--- src/rtl/i2c_eng_pkg.sv ---
// Package: shared constants and register select codes for the I2C byte engine.
// Assumes an 8-bit byte and a 7-bit address as fixed by the bus protocol.
package i2c_eng_pkg;
    localparam int BYTE_W = 8;
    localparam int SA_W   = BYTE_W - 1;
    localparam int RA_W   = 2;

    typedef enum logic [RA_W-1:0] {
        REG_OWN_ADDR = 2'd0,
        REG_TX_HOLD  = 2'd1,
        REG_RX_HOLD  = 2'd2,
        REG_STATUS   = 2'd3
    } reg_sel_e;

    localparam int ST_TX_EMPTY = 0;
    localparam int ST_RX_FULL  = 1;
    localparam int ST_OVERRUN  = 2;
endpackage

--- src/rtl/i2c_line_sense.sv ---
// Module: synchronizes SCL/SDA and detects SCL edges, START and STOP.
// Assumes both lines idle high; reset fills the chains with ones.
module i2c_line_sense #(
    parameter int SYNC_STAGES = 2
) (
    input  logic clk,
    input  logic rst_n,
    input  logic scl_i,
    input  logic sda_i,
    output logic scl_s,
    output logic sda_s,
    output logic scl_rise,
    output logic scl_fall,
    output logic start_det,
    output logic stop_det
);
    logic [SYNC_STAGES-1:0] scl_chain, sda_chain;
    logic scl_q, sda_q;

    // Synchronizer chains plus one delay stage for edge detection.
    always_ff @(posedge clk) begin
        if (!rst_n) begin
            scl_chain <= '1;
            sda_chain <= '1;
            scl_q     <= 1'b1;
            sda_q     <= 1'b1;
        end else begin
            scl_chain <= {scl_chain[SYNC_STAGES-2:0], scl_i};
            sda_chain <= {sda_chain[SYNC_STAGES-2:0], sda_i};
            scl_q     <= scl_s;
            sda_q     <= sda_s;
        end
    end

    // Edge and bus-condition decode from current and previous samples.
    always_comb begin
        scl_s     = scl_chain[SYNC_STAGES-1];
        sda_s     = sda_chain[SYNC_STAGES-1];
        scl_rise  = scl_s & ~scl_q;
        scl_fall  = ~scl_s & scl_q;
        start_det = scl_s & scl_q & sda_q & ~sda_s;
        stop_det  = scl_s & scl_q & ~sda_q & sda_s;
    end
endmodule

--- src/rtl/i2c_regfile.sv ---
// Module: CPU-visible registers: own address, transmit/receive holding bytes, status.
// Assumes single-cycle bus strobes; reading the receive byte clears rx_full.
module i2c_regfile
    import i2c_eng_pkg::*;
(
    input  logic              clk,
    input  logic              rst_n,
    input  logic              bus_wr,
    input  logic              bus_rd,
    input  logic [RA_W-1:0]   bus_addr,
    input  logic [BYTE_W-1:0] bus_wdata,
    output logic [BYTE_W-1:0] bus_rdata,
    input  logic              rx_push,
    input  logic [BYTE_W-1:0] rx_byte,
    input  logic              tx_pop,
    output logic [SA_W-1:0]   own_addr,
    output logic              tx_full,
    output logic [BYTE_W-1:0] tx_byte
);
    reg_sel_e          sel;
    logic [BYTE_W-1:0] own_q, tx_q, rx_q;
    logic              tx_full_q, rx_full_q, ovr_q;
    logic              rd_clr, ovr_clr;

    // Bus decode.
    always_comb begin
        sel     = reg_sel_e'(bus_addr);
        rd_clr  = bus_rd && (sel == REG_RX_HOLD);
        ovr_clr = bus_wr && (sel == REG_STATUS) && bus_wdata[ST_OVERRUN];
    end

    // Own-address register, all eight bits stored.
    always_ff @(posedge clk) begin
        if (!rst_n)                           own_q <= '0;
        else if (bus_wr && sel == REG_OWN_ADDR) own_q <= bus_wdata;
    end

    // Transmit holding byte: CPU write fills, shifter load empties.
    always_ff @(posedge clk) begin
        if (!rst_n) begin
            tx_q      <= '0;
            tx_full_q <= 1'b0;
        end else if (bus_wr && sel == REG_TX_HOLD) begin
            tx_q      <= bus_wdata;
            tx_full_q <= 1'b1;
        end else if (tx_pop) begin
            tx_full_q <= 1'b0;
        end
    end

    // Receive holding byte with overrun that preserves the older byte.
    always_ff @(posedge clk) begin
        if (!rst_n) begin
            rx_q      <= '0;
            rx_full_q <= 1'b0;
            ovr_q     <= 1'b0;
        end else begin
            if (rx_push && rx_full_q && !rd_clr) begin
                ovr_q <= 1'b1;
            end else if (rx_push) begin
                rx_q      <= rx_byte;
                rx_full_q <= 1'b1;
            end else if (rd_clr) begin
                rx_full_q <= 1'b0;
            end
            if (ovr_clr && !(rx_push && rx_full_q && !rd_clr)) ovr_q <= 1'b0;
        end
    end

    // Read mux and outputs toward the shifter.
    always_comb begin
        unique case (sel)
            REG_OWN_ADDR: bus_rdata = own_q;
            REG_TX_HOLD:  bus_rdata = tx_q;
            REG_RX_HOLD:  bus_rdata = rx_q;
            default: begin
                bus_rdata = '0;
                bus_rdata[ST_TX_EMPTY] = ~tx_full_q;
                bus_rdata[ST_RX_FULL]  = rx_full_q;
                bus_rdata[ST_OVERRUN]  = ovr_q;
            end
        endcase
        own_addr = own_q[BYTE_W-1:1];
        tx_full  = tx_full_q;
        tx_byte  = tx_q;
    end

    assert_overrun_keeps_old_R6: assert property (@(posedge clk) disable iff (!rst_n)
        (rx_push && rx_full_q && !rd_clr) |=> ($stable(rx_q) && ovr_q));
    assert_read_clears_full_R5: assert property (@(posedge clk) disable iff (!rst_n)
        (rd_clr && !rx_push) |=> !rx_full_q);
    assert_rx_not_writable_R7: assert property (@(posedge clk) disable iff (!rst_n)
        (bus_wr && sel == REG_RX_HOLD && !rx_push) |=> $stable(rx_q));
    assert_pop_needs_byte_R8: assert property (@(posedge clk) disable iff (!rst_n)
        tx_pop |-> tx_full_q);
endmodule

--- src/rtl/i2c_shifter.sv ---
// Module: bit counter, shared shift register, address compare and SDA drive.
// Assumes synchronized SCL/SDA with single-cycle edge strobes; frames are
// 8 data bits plus one acknowledge clock, MSB first.
module i2c_shifter
    import i2c_eng_pkg::*;
(
    input  logic              clk,
    input  logic              rst_n,
    input  logic              scl_s,
    input  logic              sda_s,
    input  logic              scl_rise,
    input  logic              scl_fall,
    input  logic              start_det,
    input  logic              stop_det,
    input  logic [SA_W-1:0]   own_addr,
    input  logic              tx_full,
    input  logic [BYTE_W-1:0] tx_byte,
    output logic              tx_pop,
    output logic              rx_push,
    output logic [BYTE_W-1:0] rx_byte,
    output logic              addr_match,
    output logic              match_rw,
    output logic              sda_pull
);
    localparam int CNT_W    = $clog2(BYTE_W + 1);
    localparam int ACK_SLOT = BYTE_W;
    localparam int LAST_BIT = BYTE_W - 1;

    logic              active, got_rise, addr_phase, sel, tx_dir, ack_pend, sh_busy;
    logic [CNT_W-1:0]  bit_cnt;
    logic [BYTE_W-1:0] shreg, frame_byte, rx_byte_q;
    logic              match_q, rw_q, push_q;
    logic              in_ack, bit_end, byte_done, shift_in, shift_out, load, hit;

    // Frame event decode.
    always_comb begin
        in_ack     = (bit_cnt == CNT_W'(ACK_SLOT));
        bit_end    = active && scl_fall && got_rise;
        frame_byte = {shreg[BYTE_W-2:0], sda_s};
        byte_done  = active && scl_rise && (bit_cnt == CNT_W'(LAST_BIT));
        shift_in   = active && scl_rise && !in_ack && !(sel && tx_dir);
        shift_out  = bit_end && sel && tx_dir && !in_ack;
        load       = active && sel && tx_dir && !sh_busy && tx_full && in_ack;
        hit        = (frame_byte[BYTE_W-1:1] == own_addr);
    end

    // Bit counter: advances on each SCL fall that follows a rise.
    always_ff @(posedge clk) begin
        if (!rst_n) begin
            active <= 1'b0; got_rise <= 1'b0; bit_cnt <= '0;
        end else if (start_det) begin
            active <= 1'b1; got_rise <= 1'b0; bit_cnt <= '0;
        end else if (stop_det) begin
            active <= 1'b0; got_rise <= 1'b0; bit_cnt <= '0;
        end else if (active && scl_rise) begin
            got_rise <= 1'b1;
        end else if (bit_end) begin
            got_rise <= 1'b0;
            bit_cnt  <= in_ack ? '0 : bit_cnt + CNT_W'(1);
        end
    end

    // Address phase, selection, acknowledge and receive hand-off.
    always_ff @(posedge clk) begin
        if (!rst_n) begin
            addr_phase <= 1'b0; sel <= 1'b0; tx_dir <= 1'b0; ack_pend <= 1'b0;
            match_q <= 1'b0; rw_q <= 1'b0; push_q <= 1'b0; rx_byte_q <= '0;
        end else begin
            match_q <= 1'b0;
            push_q  <= 1'b0;
            if (start_det || stop_det) begin
                addr_phase <= start_det;
                sel <= 1'b0; tx_dir <= 1'b0; ack_pend <= 1'b0;
            end else if (byte_done && addr_phase) begin
                addr_phase <= 1'b0;
                if (hit) begin
                    sel      <= 1'b1;
                    tx_dir   <= frame_byte[0];
                    ack_pend <= 1'b1;
                    match_q  <= 1'b1;
                    rw_q     <= frame_byte[0];
                end
            end else if (byte_done && sel && !tx_dir) begin
                push_q    <= 1'b1;
                rx_byte_q <= frame_byte;
                ack_pend  <= 1'b1;
            end else if (bit_end && in_ack) begin
                ack_pend <= 1'b0;
            end
        end
    end

    // Shared shift register: load from holding byte, shift in or out.
    always_ff @(posedge clk) begin
        if (!rst_n) begin
            shreg <= '0; sh_busy <= 1'b0;
        end else if (start_det || stop_det) begin
            sh_busy <= 1'b0;
        end else if (load) begin
            shreg   <= tx_byte;
            sh_busy <= 1'b1;
        end else if (shift_in) begin
            shreg <= frame_byte;
        end else if (shift_out) begin
            shreg <= {shreg[BYTE_W-2:0], 1'b0};
            if (bit_cnt == CNT_W'(LAST_BIT)) sh_busy <= 1'b0;
        end
    end

    // SDA drive: acknowledge slot or transmit data bit.
    always_comb begin
        sda_pull   = active && ((in_ack && ack_pend) ||
                                (sel && tx_dir && sh_busy && !in_ack && !shreg[BYTE_W-1]));
        tx_pop     = load;
        rx_push    = push_q;
        rx_byte    = rx_byte_q;
        addr_match = match_q;
        match_rw   = rw_q;
    end

    assert_match_single_cycle_R2: assert property (@(posedge clk) disable iff (!rst_n)
        addr_match |=> !addr_match);
    assert_sda_moves_scl_low_R8: assert property (@(posedge clk) disable iff (!rst_n)
        (!$stable(sda_pull) && !$past(start_det || stop_det)) |-> !scl_s);
    assert_push_only_selected_R3: assert property (@(posedge clk) disable iff (!rst_n)
        rx_push |-> (sel && !tx_dir));
endmodule

--- src/rtl/i2c_byte_engine.sv ---
// Module: top of the double-buffered I2C target byte engine.
// Assumes an open-drain SDA: sda_pull=1 drives the line low outside this block.
module i2c_byte_engine
    import i2c_eng_pkg::*;
#(
    parameter int SYNC_STAGES = 2
) (
    input  logic        clk,
    input  logic        rst_n,
    input  logic        bus_wr,
    input  logic        bus_rd,
    input  logic [1:0]  bus_addr,
    input  logic [7:0]  bus_wdata,
    output logic [7:0]  bus_rdata,
    input  logic        scl_i,
    input  logic        sda_i,
    output logic        sda_pull,
    output logic        addr_match,
    output logic        match_rw
);
    logic scl_s, sda_s, scl_rise, scl_fall, start_det, stop_det;
    logic rx_push, tx_pop, tx_full;
    logic [BYTE_W-1:0] rx_byte, tx_byte;
    logic [SA_W-1:0]   own_addr;

    i2c_line_sense #(.SYNC_STAGES(SYNC_STAGES)) u_sense (
        .clk(clk), .rst_n(rst_n), .scl_i(scl_i), .sda_i(sda_i),
        .scl_s(scl_s), .sda_s(sda_s), .scl_rise(scl_rise), .scl_fall(scl_fall),
        .start_det(start_det), .stop_det(stop_det)
    );

    i2c_regfile u_regs (
        .clk(clk), .rst_n(rst_n), .bus_wr(bus_wr), .bus_rd(bus_rd),
        .bus_addr(bus_addr), .bus_wdata(bus_wdata), .bus_rdata(bus_rdata),
        .rx_push(rx_push), .rx_byte(rx_byte), .tx_pop(tx_pop),
        .own_addr(own_addr), .tx_full(tx_full), .tx_byte(tx_byte)
    );

    i2c_shifter u_shift (
        .clk(clk), .rst_n(rst_n), .scl_s(scl_s), .sda_s(sda_s),
        .scl_rise(scl_rise), .scl_fall(scl_fall),
        .start_det(start_det), .stop_det(stop_det),
        .own_addr(own_addr), .tx_full(tx_full), .tx_byte(tx_byte),
        .tx_pop(tx_pop), .rx_push(rx_push), .rx_byte(rx_byte),
        .addr_match(addr_match), .match_rw(match_rw), .sda_pull(sda_pull)
    );
endmodule

--- config.mk ---
export PLATFORM = sky130hd
export DESIGN_NAME = i2c_byte_engine
export DESIGN_NICKNAME = d
export VERILOG_FILES = /design/src/rtl/i2c_eng_pkg.sv /design/src/rtl/i2c_line_sense.sv /design/src/rtl/i2c_regfile.sv /design/src/rtl/i2c_shifter.sv /design/src/rtl/i2c_byte_engine.sv
export SDC_FILE = /design/constraint.sdc
export NUM_CORES = 1
export LEC_CHECK = 0
export ABC_CLOCK_PERIOD_IN_PS = 1650
export BUFFER_PORTS_ARGS = -buffer_cell sky130_fd_sc_hd__buf_2
export CAP_MARGIN = 25
export CORE_MARGIN = 5
export CORE_UTILIZATION = 53
export DETAILED_ROUTE_END_ITERATION = 10
export GPL_TIMING_DRIVEN = 1
export MAX_ROUTING_LAYER = met4
export PLACE_DENSITY_LB_ADDON = 0.15
export SETUP_SLACK_MARGIN = 0.4
export SYNTH_ARGS = -nofsm -noshare
export SYNTH_HDL_FRONTEND = slang
export SYNTH_HIERARCHICAL = 1
export SYNTH_SLANG_ARGS = --single-unit
--- constraint.sdc ---
create_clock -name clk -period 1.65 [get_ports clk]
set_input_delay 0.33 -clock clk [delete_from_list [all_inputs] [get_ports clk]]
set_output_delay 0.33 -clock clk [all_outputs]
set_load 0.005 [all_outputs]
Word level (Yosys, flattened, before mapping)
Index checks and enable logic that the tools add are counted.
Operators by class
  add/subtract/negate cells: 1
  eq/ne operators: 8
  muxes and demuxes: 25
  bitwise logic cells: 17
  reduce and logical (&&, ||, !) cells: 65
Operators by type and width (number)
  1-bit logical AND: 32
  8-bit 2-to-1 mux: 3
  8-bit case mux with 3 select lines: 1
  1-bit 2-to-1 mux: 20
  2-bit nonzero test: 7
  2-bit AND reduction: 6
  1-bit inverter: 10
  3-bit AND reduction: 3
  3-bit OR reduction: 3
  1-bit AND: 7
  7-bit == test: 1
  1-bit zero test: 7
  3-bit nonzero test: 2
  4-bit by 1-bit adder with 4-bit output, second input constant: 1
  2-bit == test, second input constant: 2
  4-bit by 3-bit == test with 1-bit output, second input constant: 1
  4-bit == test, second input constant: 1
  4-bit 2-to-1 mux: 1
  2-bit OR reduction: 2
  2-bit by 1-bit == test with 1-bit output, second input constant: 1
  2-bit zero test: 1
  1-bit logical OR: 2
  2-bit by 1-bit inequality test with 1-bit output, second input constant: 1
  2-bit inequality test, second input constant: 1
Storage, ports and cells
  bits in registers: 63
  input bits: 16
  output and inout port bits: 11
  logic and storage cells: 139

Longest topological paths before layout
  depth after elaboration: 10
  depth in mapped cells: 8
  gate-level depth less buffers: 7

By module
Netlist, hierarchy kept.
By module, submodules not included
  i2c_shifter: instances 1, cells an instance 180, area an instance 1572.8 um^2, sequential area each 600.6 um^2
  i2c_regfile: instances 1, cells an instance 139, area an instance 1327.5 um^2, sequential area each 540.5 um^2
  i2c_line_sense: instances 1, cells an instance 16, area an instance 190.2 um^2, sequential area each 120.1 um^2

Worst setup path before layout
Ideal clock, no wire load.
  path kind: register to output
  start point: register u_shift.bit_cnt[0]
  end point: output port sda_pull
  arrival: 1.419 ns
  slack: -0.099 ns
  cell stages (with the launch flop): 8
  cells stage by stage: dfxtp_1 inv_1 ha_1 and3b_1 clkbuf_1 nor4b_1 a21oi_1 nor2b_1
On the way
  longest elaborated chain between the ends: 6
  elaborated cells between the ends (all ways): 7
  those cells by class: 1 x eq/ne; 6 x reduce/logical
Ends and longest elaborated chain
  start: declaration: RTL line i2c_shifter.sv:30  | logic [CNT_W-1:0] bit_cnt;
  start signal: assignment: RTL line i2c_shifter.sv:59  | bit_cnt <= in_ack ? '0 : bit_cnt + CNT_W'(1);
  4-bit == test (*): RTL line i2c_shifter.sv:37  | in_ack = (bit_cnt == CNT_W'(ACK_SLOT));
  1-bit zero test: RTL line i2c_shifter.sv:113  | (sel && tx_dir && sh_busy && !in_ack && !shreg[BYTE_W-1]));
  1-bit logical AND (2 in series): RTL line i2c_shifter.sv:113
  1-bit logical OR (*): RTL line i2c_shifter.sv:112  | sda_pull = active && ((in_ack && ack_pend) ||
  1-bit logical AND (*): RTL line i2c_shifter.sv:112
  end: declaration: RTL line i2c_byte_engine.sv:17  | output logic sda_pull,
Every way passes the cells marked *; elsewhere a longest branch is shown, timed or not.

Worst setup path in the final report
  start point: register u_shift.bit_cnt[1]
  end point: output port sda_pull
Same word-level chain as after synthesis.

==> summary.txt <==
Logic synthesis
  – Number of flip-flops and latches in the synthesized netlist: 63
  – Post-Syn Nets: 353
  – Instance count of the mapped netlist: 335
  – Register area share after synthesis: 40.8%
  – Most common cell in the netlist: dfxtp_1
  – Area of the mapped netlist: 3090 µm²
  – Most instantiated cells after synthesis: dfxtp_1, nand2_1, mux2i_1
  – YS warnings: 6
  – Most used flip-flop cell after synthesis: dfxtp_1
  – Most area-consuming cells after synthesis: dfxtp_1, mux2i_1, nand2_1, nor2b_1, buf_4
  – Count of distinct cell types in the synthesized netlist: 44
  – Mapped Avg Cell Area: 9.23 µm²
  – Number of flops mapped to enable cells by yosys: 0
  – Area share of the largest cell type after synthesis: 40.8%
  – Cell accounting for the most synthesized area: dfxtp_1
  – Async S/R FF share, synth: 0%

Die
  – Standard-cell rows: 27
  – # IOs: 27
  – Starting density of the core: 55.4%
  – Die area: 7460 µm²
  – Height of the die: 86.4 µm
  – Core Region: 5570 µm²
  – Die Width: 86.4 µm

Power and ir drop
  – Clock power share: 46.1%
  – Share of total power in sequential cells: 46.5%
  – Power density cells: 842 nW/µm²
  – Switching part of the total: 22.6%
  – Internal power component: 2590 µW
  – Standby leakage power: 0.00156 µW
  – IR drop worst, VDD: 566 µV
  – Switching power: 755 µW
  – Total chip power: 3350 µW
  – Relative contribution of combinational cells to total power: 7.4%

Setup path
  – Endpoint type of the worst setup path: output pin
  – Launching point of the worst reg2reg path: u_shift/bit_cnt[1]
  – Ordered list of cells on the worst path: inv_2 -> ha_4 -> and3b_2 -> nor4b_4 -> a21oi_2 -> nor2b_1 -> buf_2
  – Type of origin of the critical path: flop
  – Arrival time at the worst endpoint: 1.60 ns
  – Dominant delay contributor by cell family on the critical path: simple AND/OR/NAND/NOR gates
  – Cell with the biggest individual delay on the critical path: dfxtp_4
  – Required time of the worst setup path: 1.32 ns
  – Setup slack of the most critical reg-to-reg path: -0.13 ns
  – Reg-to-reg endpoint: u_shift/tx_dir
  – Depth of the most critical reg-to-reg path: 6
  – WP buf/inv: 2
  – Critical path origin: u_shift/bit_cnt[1]
  – CP max stage delay: 0.35 ns
  – Worst setup path category: reg2out
  – Crit Path Max Fanout: 3

Finish
  – Number of nets in the finished design: 404
  – Area Overhead vs Synth: 28.6%
  – Fill cell instance count of the final layout: 402
  – Count of antenna diodes in the layout: 0
  – Fraction of final layout cells with drive strength greater than 1: 35.0%

Drt
  – Number of design rule violations left after detail routing: 0
  – Iteration-0 DRC count of the detailed router: 144
  – First-pass iteration count of the detailed router: 4
  – Routed wire length per instance: 15.7 µm
  – Antenna violation net count after detailed routing: 0
  – Detailed Route WL: 7.28 mm
  – Average vias per placed instance: 5.52
  – DR vias: 2557

Timing
  – Setup TNS: -1.14 ns
  – Post-route clock skew: 0.00597 ns
  – Crit share post-route: 117%
  – Peak Freq: 0.519 GHz
  – Final critical delay including setup and external delays: 1.93 ns
  – Hold Vio Cnt, Final: 0
  – Max_slew headroom: 75.5%
  – Setup-failing EPs final: 20
  – Slew @ Worst Pin: 0.365 ns
  – Unrepaired setup endpoints after global routing: yes
  – Number of max-slew violations in the final report: 0
  – Setup WS post-layout: -0.277 ns

Global routing
  – Total congestion overflow: 0
  – Largest net degree at the start of global routing: 39
  – Antenna violations before repair: 0
  – Number of global-route vias before repair: 2500
  – Global-route wire length before repair: 12.2 mm
  – Global-route usage over all layers: 21.2%

Worst hold path
  – Worst hold path startpoint: scl_i
  – Hold WC Path Type: in2reg
  – Number of cells on the worst hold path: 2
  – Worst Hold End: u_sense/scl_chain[0]

Run status
  – Violations in the final reports: negative setup slack
  – Run status: finished, violations left

CTS
  – Clock latency of the later-clocked register in the worst-skew pair: 0.34 ns
  – Post-CTS Hold Buffers: 0
  – Maximum root-to-sink buffer count: 2
  – TritonCTS clock tree: built
  – Depth of the CTS H-tree: 3
  – Clock input transition at the sequential cells of the worst setup and hold paths: 0.07 ns
  – Num CTS Buffers: 9
  – CTS Root Cell: clkbuf_8
  – Count of clock tree sinks: 63

Place
  – IO buf count: 26
  – Post-detail-place hpwl: 4.75 mm
  – Last weighted congestion value of the routability-driven placer: 0.852

Job
  – Max capacitance violation total: 0
==> cells in the final DEF (no fill, tap or decap), types with 2 or more instances in the layout <==
| cell type | netlist | final |
|---|---|---|
| bufinv_16 | 0 | 2 |
| dfxtp_1 | 63 | 45 |
| nor2_1 | 7 | 5 |
| nand3_1 | 14 | 13 |
| a21oi_1 | 6 | 5 |
| mux4_2 | 3 | 3 |
| mux2i_1 | 42 | 42 |
| buf_2 | 4 | 24 |
| nand3b_2 | 2 | 2 |
| o21a_1 | 2 | 2 |
| nor4_4 | 0 | 2 |
| xnor2_1 | 7 | 6 |
| and4b_1 | 3 | 3 |
| o21ai_0 | 15 | 10 |
| and4_1 | 8 | 8 |
| a21boi_0 | 2 | 2 |
| buf_4 | 11 | 33 |
| a31oi_1 | 9 | 8 |
| clkinvlp_4 | 0 | 2 |
| nor2b_1 | 23 | 21 |
| dfxtp_4 | 0 | 6 |
| nor2_4 | 0 | 2 |
| inv_2 | 0 | 4 |
| a21boi_1 | 5 | 5 |
| clkbuf_8 | 0 | 11 |
| dfxtp_2 | 0 | 12 |
| nor2b_4 | 0 | 2 |
| buf_6 | 3 | 8 |
| inv_1 | 14 | 10 |
| nand2b_1 | 6 | 6 |
| nand2_1 | 47 | 44 |
| nand2_4 | 0 | 2 |
| buf_12 | 0 | 3 |
| nand4_1 | 5 | 5 |
| o21ai_1 | 1 | 6 |
==> worst max path at each step <==
stage | to | slack, ns | depth (start not counted)
after floorplan | sda_pull | 0.04 | 7
after global placement | u_shift/tx_dir | -0.007 | 5
after detailed placement | u_shift/tx_dir | -0.01 | 5
after CTS | sda_pull | -0.28 | 7
after global routing | sda_pull | -0.38 | 7
final | sda_pull | -0.28 | 7
==> repair_timing <==
item                       in CTS  in global routing
setup buffers                  14                  5
resized for setup              50                 12
setup endpoints to repair      39                 38
pin swaps                      11                  4
gates cloned                    1                  0
==> layer usage <==
layer	wire length [µm]	track usage (%)	up-vias
met5	0	-	-
met4	158	9.63	0
met3	308	3.23	15
met2	3480	32.7	61
met1	3330	27.4	1219
li1	-	-	1262
==> through the flow <==
step	hold slack (ns)	worst slack, ns	utilization, %	area, µm²	instances
after floorplan	0.386	0.0382	-	3170	335
after global placement	0.390	-0.00714	60.6	3380	427
after detailed placement	0.397	-0.0105	60.6	3380	427
after CTS	0.152	-0.285	69.5	3870	458
after global routing	0.155	-0.381	71.3	3970	463
final	0.165	-0.277	71.3	3970	463
==> power groups by stage <==
stage	sequential, µW	clock [µW]	combinational [µW]
after floorplan	1590	0	142
after global placement	1600	0	202
after detailed placement	1600	0	205
after CTS	1560	1570	232
after global routing	1560	1630	272
final	1560	1540	249
==> state kept, by name, summed over array words and instances (netlist names), 2 cells and up <==
signal and cells:
u_sense/scl_chain 2, u_shift/bit_cnt 4, u_shift/shreg 8, u_shift/rx_byte 8, u_regs/own_q 8, u_regs/tx_byte 8, u_sense/sda_chain 2, u_regs/rx_q 8
==> area by class of cell <==
| type | count | area, µm² | area share, % |
|---|---|---|---|
| multi-input combinational | 230 | 1780 | 44.9 |
| sequential | 63 | 1300 | 32.7 |
| timing repair buffer | 68 | 518 | 13.0 |
| clock buffer | 11 | 151 | 3.81 |
| tap | 72 | 90.1 | 2.27 |
| clock inverter | 5 | 80.1 | 2.02 |
| inverter | 14 | 52.6 | 1.32 |
==> logic make-up after synthesis <==
group           synth area share, %
fa+ha+maj                     0.810
flops                          40.8
buf+inv                        7.33
mux                            15.8
xor+xnor                       1.98
simple gates                   24.2
compound gates                 9.11
No activity file was read; power rests on OpenSTA's default activity.
